### src/rtl/otp_pkg.sv
package otp_pkg;
  localparam int OTP_DW = 16;
  localparam int OTP_AW = 8;

  localparam logic [OTP_DW-1:0] CMD_PROG_SETUP = 16'h00C0;
  localparam logic [OTP_DW-1:0] CMD_CLR_STATUS = 16'h0050;
  localparam logic [OTP_DW-1:0] CMD_RD_STATUS  = 16'h0070;
  localparam logic [OTP_DW-1:0] CMD_RD_ARRAY   = 16'h00FF;

  typedef enum logic [1:0] {SEQ_IDLE, SEQ_SETUP, SEQ_BUSY} seq_state_e;
  typedef enum logic [1:0] {RES_OK, RES_VOLT, RES_RANGE, RES_LOCK} prog_res_e;

  // Initial contents: lock word, factory words (seed mixed with a
  // nibble-replicated index), user words erased.
  function automatic logic [OTP_DW-1:0] init_word(input int idx, input int seg,
                                                  input logic [OTP_DW-1:0] seed);
    logic [3:0] j;
    if (idx == 0) return 16'hFFFE;
    if (idx <= seg) begin
      j = 4'(idx - 1);
      return seed ^ {j, j, j, j};
    end
    return '1;
  endfunction

  // Decides the outcome of a program attempt. Voltage wins, then range, then lock.
  function automatic prog_res_e judge(input logic [OTP_AW-1:0] addr, input int base,
                                      input int seg, input logic vlow,
                                      input logic [1:0] lk);
    int off;
    off = int'(addr) - base;
    if (vlow) return RES_VOLT;
    if (off < 0 || off > 2 * seg) return RES_RANGE;
    if (off == 0) return lk[1] ? RES_OK : RES_LOCK;
    if (off <= seg) return lk[0] ? RES_OK : RES_LOCK;
    return lk[1] ? RES_OK : RES_LOCK;
  endfunction

  function automatic logic in_array(input logic [OTP_AW-1:0] addr, input int base,
                                    input int seg);
    return (int'(addr) >= base) && (int'(addr) <= base + 2 * seg);
  endfunction
endpackage

### src/rtl/otp_seq.sv
module otp_seq import otp_pkg::*; #(
  parameter int PROG_CYCLES = 4,
  parameter int SEG_WORDS   = 4,
  parameter int BASE_ADDR   = 'h80,
  parameter int IW          = 4
) (
  input  logic              clk,
  input  logic              rst_n,
  input  logic              wr_en,
  input  logic [OTP_AW-1:0] wr_addr,
  input  logic [OTP_DW-1:0] wr_data,
  input  logic              prog_volt_low,
  input  logic [1:0]        lock_bits,
  output logic              commit_we,
  output logic [IW-1:0]     commit_idx,
  output logic [OTP_DW-1:0] commit_data,
  output logic [7:0]        status,
  output logic              show_status,
  output logic              clear_evt,
  output logic              ready
);
  localparam int CW = $clog2(PROG_CYCLES + 1);

  seq_state_e        st;
  logic [CW-1:0]     cnt;
  prog_res_e         pend_res;
  logic [IW-1:0]     pend_idx;
  logic [OTP_DW-1:0] pend_data;
  logic              err_prog, err_volt, err_lock;
  logic              done_evt;

  assign clear_evt   = (st == SEQ_IDLE) && wr_en && (wr_data == CMD_CLR_STATUS);
  assign done_evt    = (st == SEQ_BUSY) && (cnt == '0);
  assign commit_we   = done_evt && (pend_res == RES_OK);
  assign commit_idx  = pend_idx;
  assign commit_data = pend_data;
  assign ready       = (st != SEQ_BUSY);
  assign status      = {ready, 2'b00, err_prog, err_volt, 1'b0, err_lock, 1'b0};

  always_ff @(posedge clk or negedge rst_n) begin
    if (!rst_n) begin
      st          <= SEQ_IDLE;
      cnt         <= '0;
      pend_res    <= RES_OK;
      pend_idx    <= '0;
      pend_data   <= '1;
      err_prog    <= 1'b0;
      err_volt    <= 1'b0;
      err_lock    <= 1'b0;
      show_status <= 1'b0;
    end else begin
      case (st)
        SEQ_IDLE: begin
          if (clear_evt) begin
            err_prog <= 1'b0;
            err_volt <= 1'b0;
            err_lock <= 1'b0;
          end else if (wr_en) begin
            case (wr_data)
              CMD_PROG_SETUP: st <= SEQ_SETUP;
              CMD_RD_STATUS:  show_status <= 1'b1;
              CMD_RD_ARRAY:   show_status <= 1'b0;
              default: ;
            endcase
          end
        end
        SEQ_SETUP: begin
          if (wr_en) begin
            pend_res    <= judge(wr_addr, BASE_ADDR, SEG_WORDS, prog_volt_low, lock_bits);
            pend_idx    <= IW'(wr_addr - OTP_AW'(BASE_ADDR));
            pend_data   <= wr_data;
            cnt         <= CW'(PROG_CYCLES - 1);
            show_status <= 1'b1;
            st          <= SEQ_BUSY;
          end
        end
        SEQ_BUSY: begin
          if (done_evt) begin
            st <= SEQ_IDLE;
            case (pend_res)
              RES_VOLT:  err_volt <= 1'b1;
              RES_RANGE: err_prog <= 1'b1;
              RES_LOCK: begin
                err_prog <= 1'b1;
                err_lock <= 1'b1;
              end
              default: ;
            endcase
          end else begin
            cnt <= cnt - 1'b1;
          end
        end
        default: st <= SEQ_IDLE;
      endcase
    end
  end
endmodule

### src/rtl/otp_store.sv
module otp_store import otp_pkg::*; #(
  parameter int              SEG_WORDS    = 4,
  parameter logic [OTP_DW-1:0] FACTORY_SEED = 16'h3A5C,
  parameter int              NW           = 9,
  parameter int              IW           = 4
) (
  input  logic                     clk,
  input  logic                     rst_n,
  input  logic                     we,
  input  logic [IW-1:0]            idx,
  input  logic [OTP_DW-1:0]        data,
  output logic [NW-1:0][OTP_DW-1:0] words
);
  for (genvar g = 0; g < NW; g++) begin : g_word
    always_ff @(posedge clk or negedge rst_n) begin
      if (!rst_n) words[g] <= init_word(g, SEG_WORDS, FACTORY_SEED);
      else if (we && (int'(idx) == g)) words[g] <= words[g] & data;
    end
  end
endmodule

### src/rtl/otp_rdmux.sv
module otp_rdmux import otp_pkg::*; #(
  parameter int SEG_WORDS = 4,
  parameter int BASE_ADDR = 'h80,
  parameter int NW        = 9,
  parameter int IW        = 4
) (
  input  logic [OTP_AW-1:0]         rd_addr,
  input  logic                      show_status,
  input  logic [7:0]                status,
  input  logic [NW-1:0][OTP_DW-1:0] words,
  output logic [OTP_DW-1:0]         rd_data
);
  logic [IW-1:0] ridx;
  logic          hit;

  assign ridx = IW'(rd_addr - OTP_AW'(BASE_ADDR));
  assign hit  = in_array(rd_addr, BASE_ADDR, SEG_WORDS);

  always_comb begin
    if (show_status)  rd_data = {{(OTP_DW-8){1'b0}}, status};
    else if (hit)     rd_data = words[ridx];
    else              rd_data = '1;
  end
endmodule

### src/rtl/otp_word_ctrl.sv
module otp_word_ctrl import otp_pkg::*; #(
  parameter int                PROG_CYCLES  = 4,
  parameter int                SEG_WORDS    = 4,
  parameter int                BASE_ADDR    = 'h80,
  parameter logic [OTP_DW-1:0] FACTORY_SEED = 16'h3A5C
) (
  input  logic              clk,
  input  logic              rst_n,
  input  logic              wr_en,
  input  logic [OTP_AW-1:0] wr_addr,
  input  logic [OTP_DW-1:0] wr_data,
  input  logic              prog_volt_low,
  input  logic [OTP_AW-1:0] rd_addr,
  output logic [OTP_DW-1:0] rd_data,
  output logic              ready
);
  localparam int NW = 1 + 2 * SEG_WORDS;
  localparam int IW = $clog2(NW);

  logic [NW-1:0][OTP_DW-1:0] words;
  logic                      commit_we;
  logic [IW-1:0]             commit_idx;
  logic [OTP_DW-1:0]         commit_data;
  logic [7:0]                status;
  logic                      show_status;
  logic                      clear_evt;
  logic [1:0]                lock_bits;

  assign lock_bits = words[0][1:0];

  otp_seq #(.PROG_CYCLES(PROG_CYCLES), .SEG_WORDS(SEG_WORDS),
            .BASE_ADDR(BASE_ADDR), .IW(IW)) u_seq (
    .clk(clk), .rst_n(rst_n), .wr_en(wr_en), .wr_addr(wr_addr),
    .wr_data(wr_data), .prog_volt_low(prog_volt_low), .lock_bits(lock_bits),
    .commit_we(commit_we), .commit_idx(commit_idx), .commit_data(commit_data),
    .status(status), .show_status(show_status), .clear_evt(clear_evt),
    .ready(ready)
  );

  otp_store #(.SEG_WORDS(SEG_WORDS), .FACTORY_SEED(FACTORY_SEED),
              .NW(NW), .IW(IW)) u_store (
    .clk(clk), .rst_n(rst_n), .we(commit_we), .idx(commit_idx),
    .data(commit_data), .words(words)
  );

  otp_rdmux #(.SEG_WORDS(SEG_WORDS), .BASE_ADDR(BASE_ADDR),
              .NW(NW), .IW(IW)) u_rd (
    .rd_addr(rd_addr), .show_status(show_status), .status(status),
    .words(words), .rd_data(rd_data)
  );
endmodule

### config.mk
export PLATFORM = sky130hd
export DESIGN_NAME = otp_word_ctrl
export DESIGN_NICKNAME = d
export VERILOG_FILES = /design/src/rtl/otp_pkg.sv /design/src/rtl/otp_seq.sv /design/src/rtl/otp_store.sv /design/src/rtl/otp_rdmux.sv /design/src/rtl/otp_word_ctrl.sv
export SDC_FILE = /design/constraint.sdc
export NUM_CORES = 1
export LEC_CHECK = 0
export BUFFER_PORTS_ARGS = -buffer_cell sky130_fd_sc_hd__buf_2
export CAP_MARGIN = 20
export CORE_MARGIN = 8
export CORE_UTILIZATION = 60
export DETAILED_ROUTE_END_ITERATION = 12
export PLACE_DENSITY = 0.84
export SLEW_MARGIN = 10
export SYNTH_ARGS = -nofsm -noshare
export SYNTH_HDL_FRONTEND = slang
export SYNTH_SLANG_ARGS = --single-unit
export TNS_END_PERCENT = 20
### constraint.sdc
create_clock -name clk -period 2.4 [get_ports clk]
set_clock_uncertainty 0.15 [all_clocks]
set_input_delay 0.24 -clock clk [delete_from_list [all_inputs] [get_ports clk]]
set_output_delay 0.24 -clock clk [all_outputs]
set_load 0.005 [all_outputs]
; ---- Yosys cells after proc, flatten, opt, wreduce, memory -nomap -nowiden
; Index checks and enable logic that the tools add are counted.
[classes]
bitwise = 9
muxes = 56
magnitude_cmp = 6
n_reduce_logical = 31
n_addsub = 4
eq_ne = 29
[ops]
columns = cell, count
row1 = AND 16 bit, 9
row2 = binary-select mux 16 bit (select 4 bit), 1
row3 = two-way mux 16 bit, 3
row4 = "== test 16 x 7 -> 1 bit, second input constant", 2
row5 = "== test 16 x 8 -> 1 bit, second input constant", 2
row6 = "greater-than comparator 32 x 5 -> 1 bit, second input constant", 1
row7 = "<= comparator 32 x 4 -> 1 bit, second input constant", 1
row8 = zero test 32 bit, 1
row9 = "< comparator 32 x 1 -> 1 bit, second input constant", 1
row10 = two-way mux 2 bit, 15
row11 = two-way mux 1 bit, 28
row12 = "== test 4 bit, second input constant", 5
row13 = "inequality test 2 bit, second input constant", 10
row14 = logical AND 1 bit, 14
row15 = AND reduction 4 bit, 3
row16 = one-hot mux 1 bit (2 select lines), 5
row17 = AND reduction 5 bit, 2
row18 = "subtractor 8 x 8 -> 9 bit, second input constant", 1
row19 = "== test 4 x 3 -> 1 bit, second input constant", 2
row20 = ">= comparator 8 bit, second input constant", 1
row21 = "<= comparator 8 bit, second input constant", 1
row22 = "subtractor 4 x 1 -> 4 bit, second input constant", 2
row23 = "== test 2 bit, second input constant", 3
row24 = two-way mux 3 bit, 2
row25 = 16 further kinds, 20
[word_totals]
out_inout_bits = 17
elab_cells = 153
input_bits = 36
register_bits = 175

; ---- Logic depth before layout (Yosys ltp)
; Gate-level depths: netlist of the first run.
[logic_depth]
ltp_word = 20
mapped_depth = 8
ltp_nobuf = 6

; ---- Cells and area by module
; Synthesis of the first run repeated with hierarchy kept, for this count alone.
[unflattened]
cells_unflattened = 714
hier_area_um2 = 8279.2
[modules_own_cells]
columns = module, n_inst, cells_each, seq_area_each_um2, area_each_um2
row1 = otp_store, 1, 373, 3742.3, 5398.9
row2 = otp_seq, 1, 174, 795.8, 1514.0
row3 = otp_rdmux, 1, 167, 0.0, 1366.3

; ---- Worst setup path before layout of the first run
; No wires, ideal clock.
[synth_path]
path_type = register to register
from = reg u_seq.cnt[0]
to = reg u_store.words[39] (netlist bit)
t_required_ps = 2131
path_slack_ps = 422
setup_time_ps = 119
n_path_buf = 2
t_arrival_ps = 1710
stages_incl_launch_ff = 9
period_less_slack_ps = 1978
path_cell_list = dfrtp_1 > inv_1 > ha_1 > and4bb_4 > nor3b_2 > buf_6 > nand4b_4 > buf_6 > o21a_1
[synth_via]
elab_chain_cells = 4
[synth_lines]
columns = element, line
row1 = from (decl), otp_seq.sv:25  ; logic [CW-1:0] cnt;
row2 = from (signal assigned), otp_seq.sv:72  ; cnt <= CW'(PROG_CYCLES - 1);
row3 = from (signal assigned), otp_seq.sv:90  ; cnt <= cnt - 1'b1;
row4 = zero test 3 bit, otp_seq.sv:33  ; assign done_evt = (st == SEQ_BUSY) && (cnt == '0);
row5 = logical AND 1 bit, otp_seq.sv:33
row6 = logical AND 1 bit, otp_seq.sv:34  ; assign commit_we = done_evt && (pend_res == RES_OK);
row7 = logical AND 1 bit, otp_store.sv:17  ; else if (we && (int'(idx) == g)) words[g] <= words[g] & data;
row8 = "to (signal, indexed assignment)", otp_store.sv:16  ; if (!rst_n) words[g] <= init_word(g, SEG_WORDS, FACTORY_SEED);
row9 = to (decl), otp_store.sv:12  ; output logic [NW-1:0][OTP_DW-1:0] words
; Every way passes these cells.
; A chain may end at the register's enable or synchronous reset.

; ---- Worst setup path in the final report of the first run
[layout_path]
from = reg u_seq.cnt[0]
to = reg u_store.words[90] (netlist bit)
; Same word-level chain as after synthesis.

==> results.toml, run 1 <==
[global_routing]
grt_pass1_wl_mm = 31.2
grt_max_degree = 64
groute.usage.overall_pct = 24.6
gr-total-overflow = 0
grt_pass1_vias = 5868
antenna_found_initial = 0

[worst_setup_path]
max_stage_delay_ns = 0.37
critPathArrivalTime_ns = 2.54
endpoint_kind = "flop"
slowest_stage = "dfrtp_1"
cp.depth = 7
start_kind = "flop"
r2r_cells = 7
critPathTopFamily = "simple AND/OR/NAND/NOR gates"
cp_num_buf_inv = 2
worstSetupPathType = "flop to flop"
path_cells = "inv_1 -> ha_1 -> and4bb_4 -> nor3b_4 -> buf_12 -> nand4b_4 -> o21a_1"
cp_max_fo = 16
crit_required_ns = 2.61

[cts]
cts_buffers = 17
cts_max_path_buffers = 2
cts.sinks = 175
clk-insertion-delay-late_ns = 0.43
root_buffer = "clkbuf_16"
cts_tree = "done"
clk_pin_slew_ns = 0.06
h-tree-depth = 4

[route]
wirelength_mm = 19.3
drc = 0
drtIter0Drc = 359
vias = 5443
vias_per_cell = 6.39
first_pass_iters = 5
detail-route-antenna-nets = 0
post_drt_wl_per_cell_um = 22.7

[power]
powerDensity_nw_per_um2 = 661
peakVddDrop_uv = 491
p_seq_share_pct = 49.3
power.switching_mw = 1.29
clkPwrFrac_pct = 45.1
switching_share_pct = 21.1
p_int_mw = 4.80
p_leak_nw = 3.83
pwr-share-comb_pct = 5.6

[synth]
synth_cells = 592
seq_area_frac_synth_pct = 57.7
synth-simple-area-share_pct = 8.85
synth_top_area_share_pct = 42.4
ys_types = 50
synth-xor-area-share_pct = 0
syn_area_sq_um = 7860
synth_compound_area_share_pct = 17.8
synth.net_count = 630
synth_seq_cells = 175
synth_area_per_cell_sq_um = 13.3
synth_top_family_by_area = "compound AO/OA/AOI/OAI gates"
yosys_warnings = 0
synth_edf_count = 0
synthAdderAreaFrac_pct = 0.318
synthFlopType = "dfstp_2"
yosys.area.top_type = "dfstp_2"
async_flop_share_pct = 100
synth_area_leaders = "dfstp_2 42%, dfrtp_1 15%, o21a_1 14%"
muxShareOfSynthArea_pct = 11.6

[sta]
setup_viol = 0
hold_viol = 0
slew_headroom_pct = 60.1
tightestPinTransition_ns = 0.599
rsz0062_at_grt = "no"
post-route-min-period_ns = 2.34
finalSetupTns_ns = 0
hold_slack_ns = 0.199
slew_violations = 0
fin_crit_sh_pct = 97.3
postLayoutSetupSlackWorst_ns = 0.0640
max_freq_mhz = 428

[layout]
area_delta_synth_final_pct = 17.1
fin_cells = 852
stdcell_area_sq_um = 9210
n_antenna_cell = 0
nNetsFinal = 701
drive_above_1_share_pct = 41.6

[flow_run]
drv_cap = 0

[die]
ios = 53
die_h_um = 130
initial_core_util_pct = 60.3
core_area_sq_um = 13000
die_area_sq_um = 17000
die-width_um = 130
rows = 42

[place]
place_area_sq_um = 8340
dp_hpwl_mm = 12.2
dp_slack_ns = 0.0547
placedCellCount = 794
gp_congestion = 0.830
port_buffers = 52

[run_status]
status = "finished clean"

[hold_path]
hold_path.class = "input port to async pin"
-- layout make-up --
cell class	count	area, sq um
Clock inverter	6	80.1
Tap cell	176	220
Inverter	9	33.8
Timing Repair Buffer	100	790
Multi-Input combinational cell	360	3040
Sequential cell	175	4540
Fill cell	854	3820
Clock buffer	26	509
-- cell families after synthesis --
group | count (synthesis)
AOI/OAI and AO/OA | 194
DFF | 175
and+or+nand+nor | 113
buffers and inverters | 57
muxes | 51
adders and majority gates | 2
-- cell usage after synthesis, types with 3 or more instances --
| cell | n |
|---|---|
| buf_2 | 10 |
| dfstp_2 | 127 |
| o221ai_1 | 4 |
| inv_1 | 9 |
| nand4b_4 | 5 |
| o22ai_1 | 13 |
| nor3_1 | 3 |
| mux2i_1 | 17 |
| a21oi_1 | 18 |
| o21ai_0 | 3 |
| nor2_1 | 9 |
| dfrtp_1 | 48 |
| nand2_1 | 70 |
| clkbuf_1 | 17 |
| buf_6 | 8 |
| o21a_1 | 144 |
| mux4_2 | 32 |
| buf_1 | 11 |
-- timing repair --
action	in CTS	in global routing
endpoints found under the setup margin	0	16
hold endpoints to repair	39	0
buffers inserted	0	1
hold buffers	25	0
gates resized for setup	0	1
-- worst register-to-register path: stages, from the launching register on --
cell and delay [ns]:
dfrtp_1 0.37, inv_1 0.12, ha_1 0.21, and4bb_4 0.27, nor3b_4 0.23, buf_12 0.19
nand4b_4 0.37, o21a_1 0.34
-- flip-flops by register name (all words and copies together), names as in the netlist --
signal / cells
u_seq.commit_data: 16
u_seq.err_lock: 1
u_seq.pend_res: 2
u_seq.cnt: 3
u_seq.show_status: 1
u_seq.st: 2
u_store.words: 144
u_seq.err_prog: 1
u_seq.err_volt: 1
u_seq.commit_idx: 4
-- final timing paths --
kind	slack [ns]	endpoint	startpoint
worst min-delay path	0.20	u_store.words[73]	rst_n
worst min register to register	0.31	u_store.words[108]	u_store.words[108]
max in group asynchronous	1.07	u_store.words[124]	rst_n
worst max-delay path	0.06	u_store.words[90]	u_seq.cnt[0]
min in group clk	0.30	u_seq.pend_res[1]	wr_addr[5]
worst max register to register	0.06	u_store.words[90]	u_seq.cnt[0]
-- per-layer routing --
| layer | vias to the layer above | GRT usage (%) | wire length [um] |
|---|---|---|---|
| met5 | - | 0 | 0 |
| met4 | 0 | 12.2 | 448 |
| met3 | 42 | 6.29 | 1410 |
| met2 | 248 | 40.4 | 9800 |
| met1 | 2854 | 29.9 | 7680 |
| li1 | 2299 | - | - |
-- layout by cell type, fill, tap and decap left out, types with 3 or more instances in the layout --
| cell | Yosys | layout |
|---|---|---|
| nand2_1 | 70 | 70 |
| a21oi_1 | 18 | 18 |
| buf_12 | 0 | 8 |
| o22ai_1 | 13 | 13 |
| dfrtp_1 | 48 | 48 |
| o21a_1 | 144 | 144 |
| nand4b_4 | 5 | 5 |
| clkbuf_8 | 0 | 5 |
| nor2_1 | 9 | 9 |
| inv_1 | 9 | 9 |
| mux2i_1 | 17 | 17 |
| o221ai_1 | 4 | 4 |
| dlygate4sd3_1 | 0 | 25 |
| buf_2 | 10 | 51 |
| clkbuf_1 | 17 | 4 |
| mux4_2 | 32 | 32 |
| buf_4 | 1 | 15 |
| dfstp_2 | 127 | 127 |
| clkbuf_16 | 0 | 17 |
| nor3_1 | 3 | 3 |
| clkinv_2 | 0 | 4 |
| o21ai_0 | 3 | 3 |
-- power groups by stage --
stage	Sequential [mW]	Clock (mW)	Combinational, mW
2_1_floorplan	3.04	0	0.146
3_3_place_gp	3.04	0	0.297
3_5_place_dp	3.05	0	0.313
4_1_cts	3.00	2.77	0.345
5_1_grt	3.00	2.88	0.377
6_report	3.00	2.74	0.344
-- per-stage QoR --
| stage | total power [mW] | util [%] |
|---|---|---|
| final | 6.09 | 70.7 |
| after global routing | 6.26 | 70.7 |
| after CTS | 6.11 | 70.5 |
| after detailed placement | 3.36 | 64.0 |
| after global placement | 3.34 | 64.0 |
| after floorplan | 3.19 | - |
Power figures use the tool's default switching activity.
==> run 2: changes to the inputs <==
CORE_MARGIN = 2   (was 8)
CORE_UTILIZATION = 50   (was 60)
PLACE_DENSITY = 0.73   (was 0.84)
==> results.toml, run 2 (same netlist as run 1, synthesis figures left out) <==
[route]
wirelength_mm = 18.3
drc = 0
drtIter0Drc = 387
vias = 5181
first_pass_iters = 5
detail-route-antenna-nets = 0
post_drt_wl_per_cell_um = 20.7
vias_per_cell = 5.85

[die]
rows = 45
initial_core_util_pct = 51.5
die_h_um = 129
ios = 53
die-width_um = 129
core_area_sq_um = 15300
die_area_sq_um = 16700

[cts]
cts_tree = "done"
cts_resized = 0
root_buffer = "clkbuf_16"
clk-insertion-delay-late_ns = 0.43
cts_max_path_buffers = 2
clk_pin_slew_ns = 0.06
cts_buffers = 17
cts.sinks = 175
h-tree-depth = 4

[layout]
n_antenna_cell = 0
nNetsFinal = 699
area_delta_synth_final_pct = 16.8
top_register = "u_store.words"
largest_reg_flops = 144
final_common_cell = "o21a_1"
final_cell_mix = "144 x o21a_1, 127 x dfstp_2, 70 x nand2_1"
n_fill_cell = 1153
fin_cells = 885
drive_above_1_share_pct = 41.7

[global_routing]
grt_pass1_wl_mm = 29.7
groute.usage.overall_pct = 23.9
grt_pass1_vias = 5503
use_met1_pct = 31.5
gr-total-overflow = 0
antenna_found_initial = 0
grt_max_degree = 65
top_usage_layer = "met2"
grt_use_met2_pct = 37.7
use_met3_pct = 7.10

[worst_setup_path]
critPathLaunch = "u_seq.cnt[0]"
cp_max_fo = 16
endpoint_kind = "flop"
reg2reg_from = "u_seq.cnt[0]"
worstSetupPathType = "flop to flop"
crit_required_ns = 2.57
slowest_stage = "dfrtp_1"
critPathArrivalTime_ns = 2.48
path_cells = "inv_1 -> ha_1 -> and4bb_4 -> nor3b_2 -> buf_12 -> nand4b_4 -> o21a_1"
max_stage_delay_ns = 0.37
start_kind = "flop"

[sta]
setup_viol = 0
rsz0062_at_grt = "no"
fin_crit_sh_pct = 96.1
tightestPinTransition_ns = 0.575
hold_viol = 0
post-route-min-period_ns = 2.31
slew_violations = 0
slew_headroom_pct = 61.6
finalSetupTns_ns = 0
hold_slack_ns = 0.212
max_freq_mhz = 433

[power]
clkPwrFrac_pct = 43.9
p_seq_share_pct = 50.5
peakVddDrop_uv = 516
pwr-share-comb_pct = 5.6
power.switching_mw = 1.32
p_leak_nw = 3.80
powerDensity_nw_per_um2 = 648
p_int_mw = 4.63
switching_share_pct = 22.1

[place]
dp_hpwl_mm = 11.6
port_buffers = 52
placedCellCount = 826
gp_congestion = 0.833

[hold_path]
hold_path.class = "input port to async pin"

[flow_run]
drv_cap = 0

[run_status]
status = "finished clean"
[run 2: cell count changes in the layout (fill, tap and decap cells not counted), sizes merged]
cell / delta
clkinvlp: +1
dlygate4sd3: +1
clkinv: +5
bufinv: -1
clkbuf: -5
buf: -3
[run 2: power groups by stage]
stage	logic [mW]	registers (mW)	clock network, mW
after floorplan	0.146	3.04	0
after global placement	0.297	3.05	0
after detailed placement	0.307	3.05	0
after CTS	0.340	3.00	2.66
after global routing	0.373	3.00	2.79
final	0.335	3.00	2.61
[run 2: repair_timing]
| item | in CTS | in global routing |
|---|---|---|
| hold endpoints to repair | 41 | 0 |
| hold buffers | 26 | 0 |
| setup buffers | 0 | 1 |
| endpoints found under the setup margin | 0 | 9 |
[run 2: metrics by stage]
stage                     power [mW]  setup WS, ns  util, %  area (sq um)
after CTS                       6.00        0.0652     60.0          9160
final                           5.95        0.0931     60.2          9180
after global placement          3.34         0.109     54.7          8340
after detailed placement        3.35        0.0857     54.7          8340
after floorplan                 3.19         0.422        -          7860
after global routing            6.16       0.00103     60.2          9180
[run 2: metal layers]
metal	vias up	share of wire, %	routed length (um)
met5	-	0	0
met3	28	5.4	992
met2	143	48	8870
met1	2708	44	8120
met4	0	1.7	318
li1	2302	-	-
[run 2: critical path, delay by kind of cell (launching register included)]
kind,cells,cell delay [ns]
AND/OR/NAND/NOR,3,0.84
flip-flops,1,0.37
AO/OA/AOI/OAI,1,0.32
buffers and inverters,2,0.31
adder cells (fa/ha/maj),1,0.21
[run 2: area by class of cell]
type	instances	area [sq um]	area share [%]
tap	211	264	2.88
sequential	175	4540	49.4
timing repair buffer	98	752	8.19
inverter	9	33.8	0.368
clock buffer	21	470	5.12
clock inverter	11	90.1	0.981
multi-input combinational	360	3030	33.0
[run 2: final timing paths]
check | depth (start not counted) | slack, ns | end
worst max-delay path | 7 | 0.09 | u_store.words[16]
worst min-delay path | 2 | 0.21 | u_store.words[58]
worst max register to register | 7 | 0.09 | u_store.words[16]
worst min register to register | 1 | 0.30 | u_store.words[98]
max in group asynchronous | 3 | 1.06 | u_store.words[49]
min in group clk | 1 | 0.30 | u_store.words[98]
==> run 3: changes to the inputs <==
PLACE_DENSITY = not set   (was 0.73)
PLACE_DENSITY_LB_ADDON = 0.25   (was not set)
==> results.toml, run 3 (same netlist as run 1, synthesis figures left out) <==
[run_status]
status = "finished clean"

[layout]
postLayoutCoreUtil_pct = 60.8
nNetsFinal = 706
fin_cells = 892
area_delta_synth_final_pct = 18.1
final_common_cell = "o21a_1"
n_fill_cell = 1161
top_register = "u_store.words"
stdcell_area_sq_um = 9280
largest_reg_flops = 144
drive_above_1_share_pct = 42.7
final_cell_mix = "144 x o21a_1, 127 x dfstp_2, 70 x nand2_1"
n_antenna_cell = 0

[route]
drtIter0Drc = 385
post_drt_wl_per_cell_um = 21.1
detail-route-antenna-nets = 0
met1_length_mm = 8.42
wirelength_mm = 18.8
drc = 0
dr_wl_met2_mm = 9.05
first_pass_iters = 5
vias_per_cell = 5.86
wl_met3_mm = 1.01
top_layer = "met4"
vias = 5228

[worst_setup_path]
path_cells = "inv_1 -> ha_2 -> and4bb_4 -> nor3b_4 -> buf_12 -> nand4b_4 -> o21a_1"
reg2reg_from = "u_seq.cnt[0]"
max_stage_delay_ns = 0.36
critPathArrivalTime_ns = 2.50
slowest_stage = "dfrtp_1"
cp_max_fo = 16
critPathTopFamily = "simple AND/OR/NAND/NOR gates"
crit_required_ns = 2.61
critPathLaunch = "u_seq.cnt[0]"
endpoint_kind = "flop"
start_kind = "flop"
cp_num_buf_inv = 2
worstSetupPathType = "flop to flop"

[power]
switching_share_pct = 22.4
powerDensity_nw_per_um2 = 656
power.switching_mw = 1.37
p_seq_share_pct = 49.2
pwr-share-comb_pct = 5.7
p_int_mw = 4.73
power.total_mw = 6.09
peakVddDrop_uv = 516
p_leak_nw = 3.83
clkPwrFrac_pct = 45.1

[die]
die_area_sq_um = 16700
core_area_sq_um = 15300
die-width_um = 129
ios = 53
initial_core_util_pct = 51.5
die_h_um = 129
rows = 45

[global_routing]
grt_pass1_wl_mm = 30.0
groute.usage.overall_pct = 24.2
gr-total-overflow = 0
grt_pass1_vias = 5514
antenna_found_initial = 0
grt_max_degree = 53

[sta]
fin_crit_sh_pct = 95.6
tightestPinTransition_ns = 0.570
finalSetupTns_ns = 0
hold_slack_ns = 0.0228
post-route-min-period_ns = 2.30
slew_violations = 0
postLayoutSetupSlackWorst_ns = 0.104
slew_headroom_pct = 61.8
setup_viol = 0
max_freq_mhz = 436
rsz0062_at_grt = "no"
hold_viol = 0

[place]
dp_slack_ns = 0.0704
placedCellCount = 833
gp_congestion = 0.843
place_area_sq_um = 8390
port_buffers = 52
dp_hpwl_mm = 12.2

[cts]
cts_tree = "done"
cts_max_path_buffers = 2
root_buffer = "clkbuf_16"
clk_pin_slew_ns = 0.06
h-tree-depth = 4
cts_buffers = 17
cts.sinks = 175
clk-insertion-delay-late_ns = 0.43

[hold_path]
hold_path.class = "input port to flop"
min_from = "wr_addr[4]"

[flow_run]
drv_cap = 0
run 3: cell types whose count changed in the layout (fill, tap and decap cells not counted), sizes merged:
cell	previous run	this run
inv	9	10
dlygate4sd3	26	25
clkinvlp	1	5
bufinv	1	2
buf	72	80
clkbuf	21	19
clkinv	9	5
run 3: worst paths after layout:
kind / end / slack (ns) / cells past startpoint
max in group asynchronous: u_store.words[3] / 1.13 / 3
hold / removal: u_seq.pend_res[0] / 0.02 / 4
min in group asynchronous: u_store.words[73] / 0.19 / 2
setup reg to reg: u_store.words[97] / 0.10 / 7
setup / recovery: u_store.words[97] / 0.10 / 7
hold reg to reg: u_store.words[84] / 0.30 / 1
run 3: worst reg2reg max path: stages (launching register included):
cell and delay [ns]:
dfrtp_1 0.36, inv_1 0.11, ha_2 0.20, and4bb_4 0.27, nor3b_4 0.25, buf_12 0.20
nand4b_4 0.37, o21a_1 0.32
run 3: power groups by stage:
stage	sequential [mW]	combinational, mW	clock, mW
final	3.00	0.346	2.75
after global routing	3.00	0.382	2.90
after CTS	3.00	0.347	2.79
after detailed placement	3.05	0.315	0
after global placement	3.05	0.304	0
after floorplan	3.04	0.146	0
run 3: area by class of cell:
type	instances	area (sq um)	share of cell area (%)
sequential	175	4540	48.9
timing repair buffer	105	815	8.77
tap	211	264	2.84
multi-input combinational	360	3040	32.8
clock buffer	19	453	4.88
inverter	9	33.8	0.364
clock inverter	13	139	1.50
run 3: layer usage:
metal  global-route usage (%)  vias up
li1                         -     2309
met1                     33.4     2734
met2                     38.8      151
met3                     5.28       34
met4                     7.86        0
met5                        0        -
run 3: repair_timing:
action	4_1_cts	5_1_grt
resized for setup	0	2
hold endpoints to repair	71	0
hold buffers	25	0
setup buffers	0	2
setup endpoints to repair	0	58
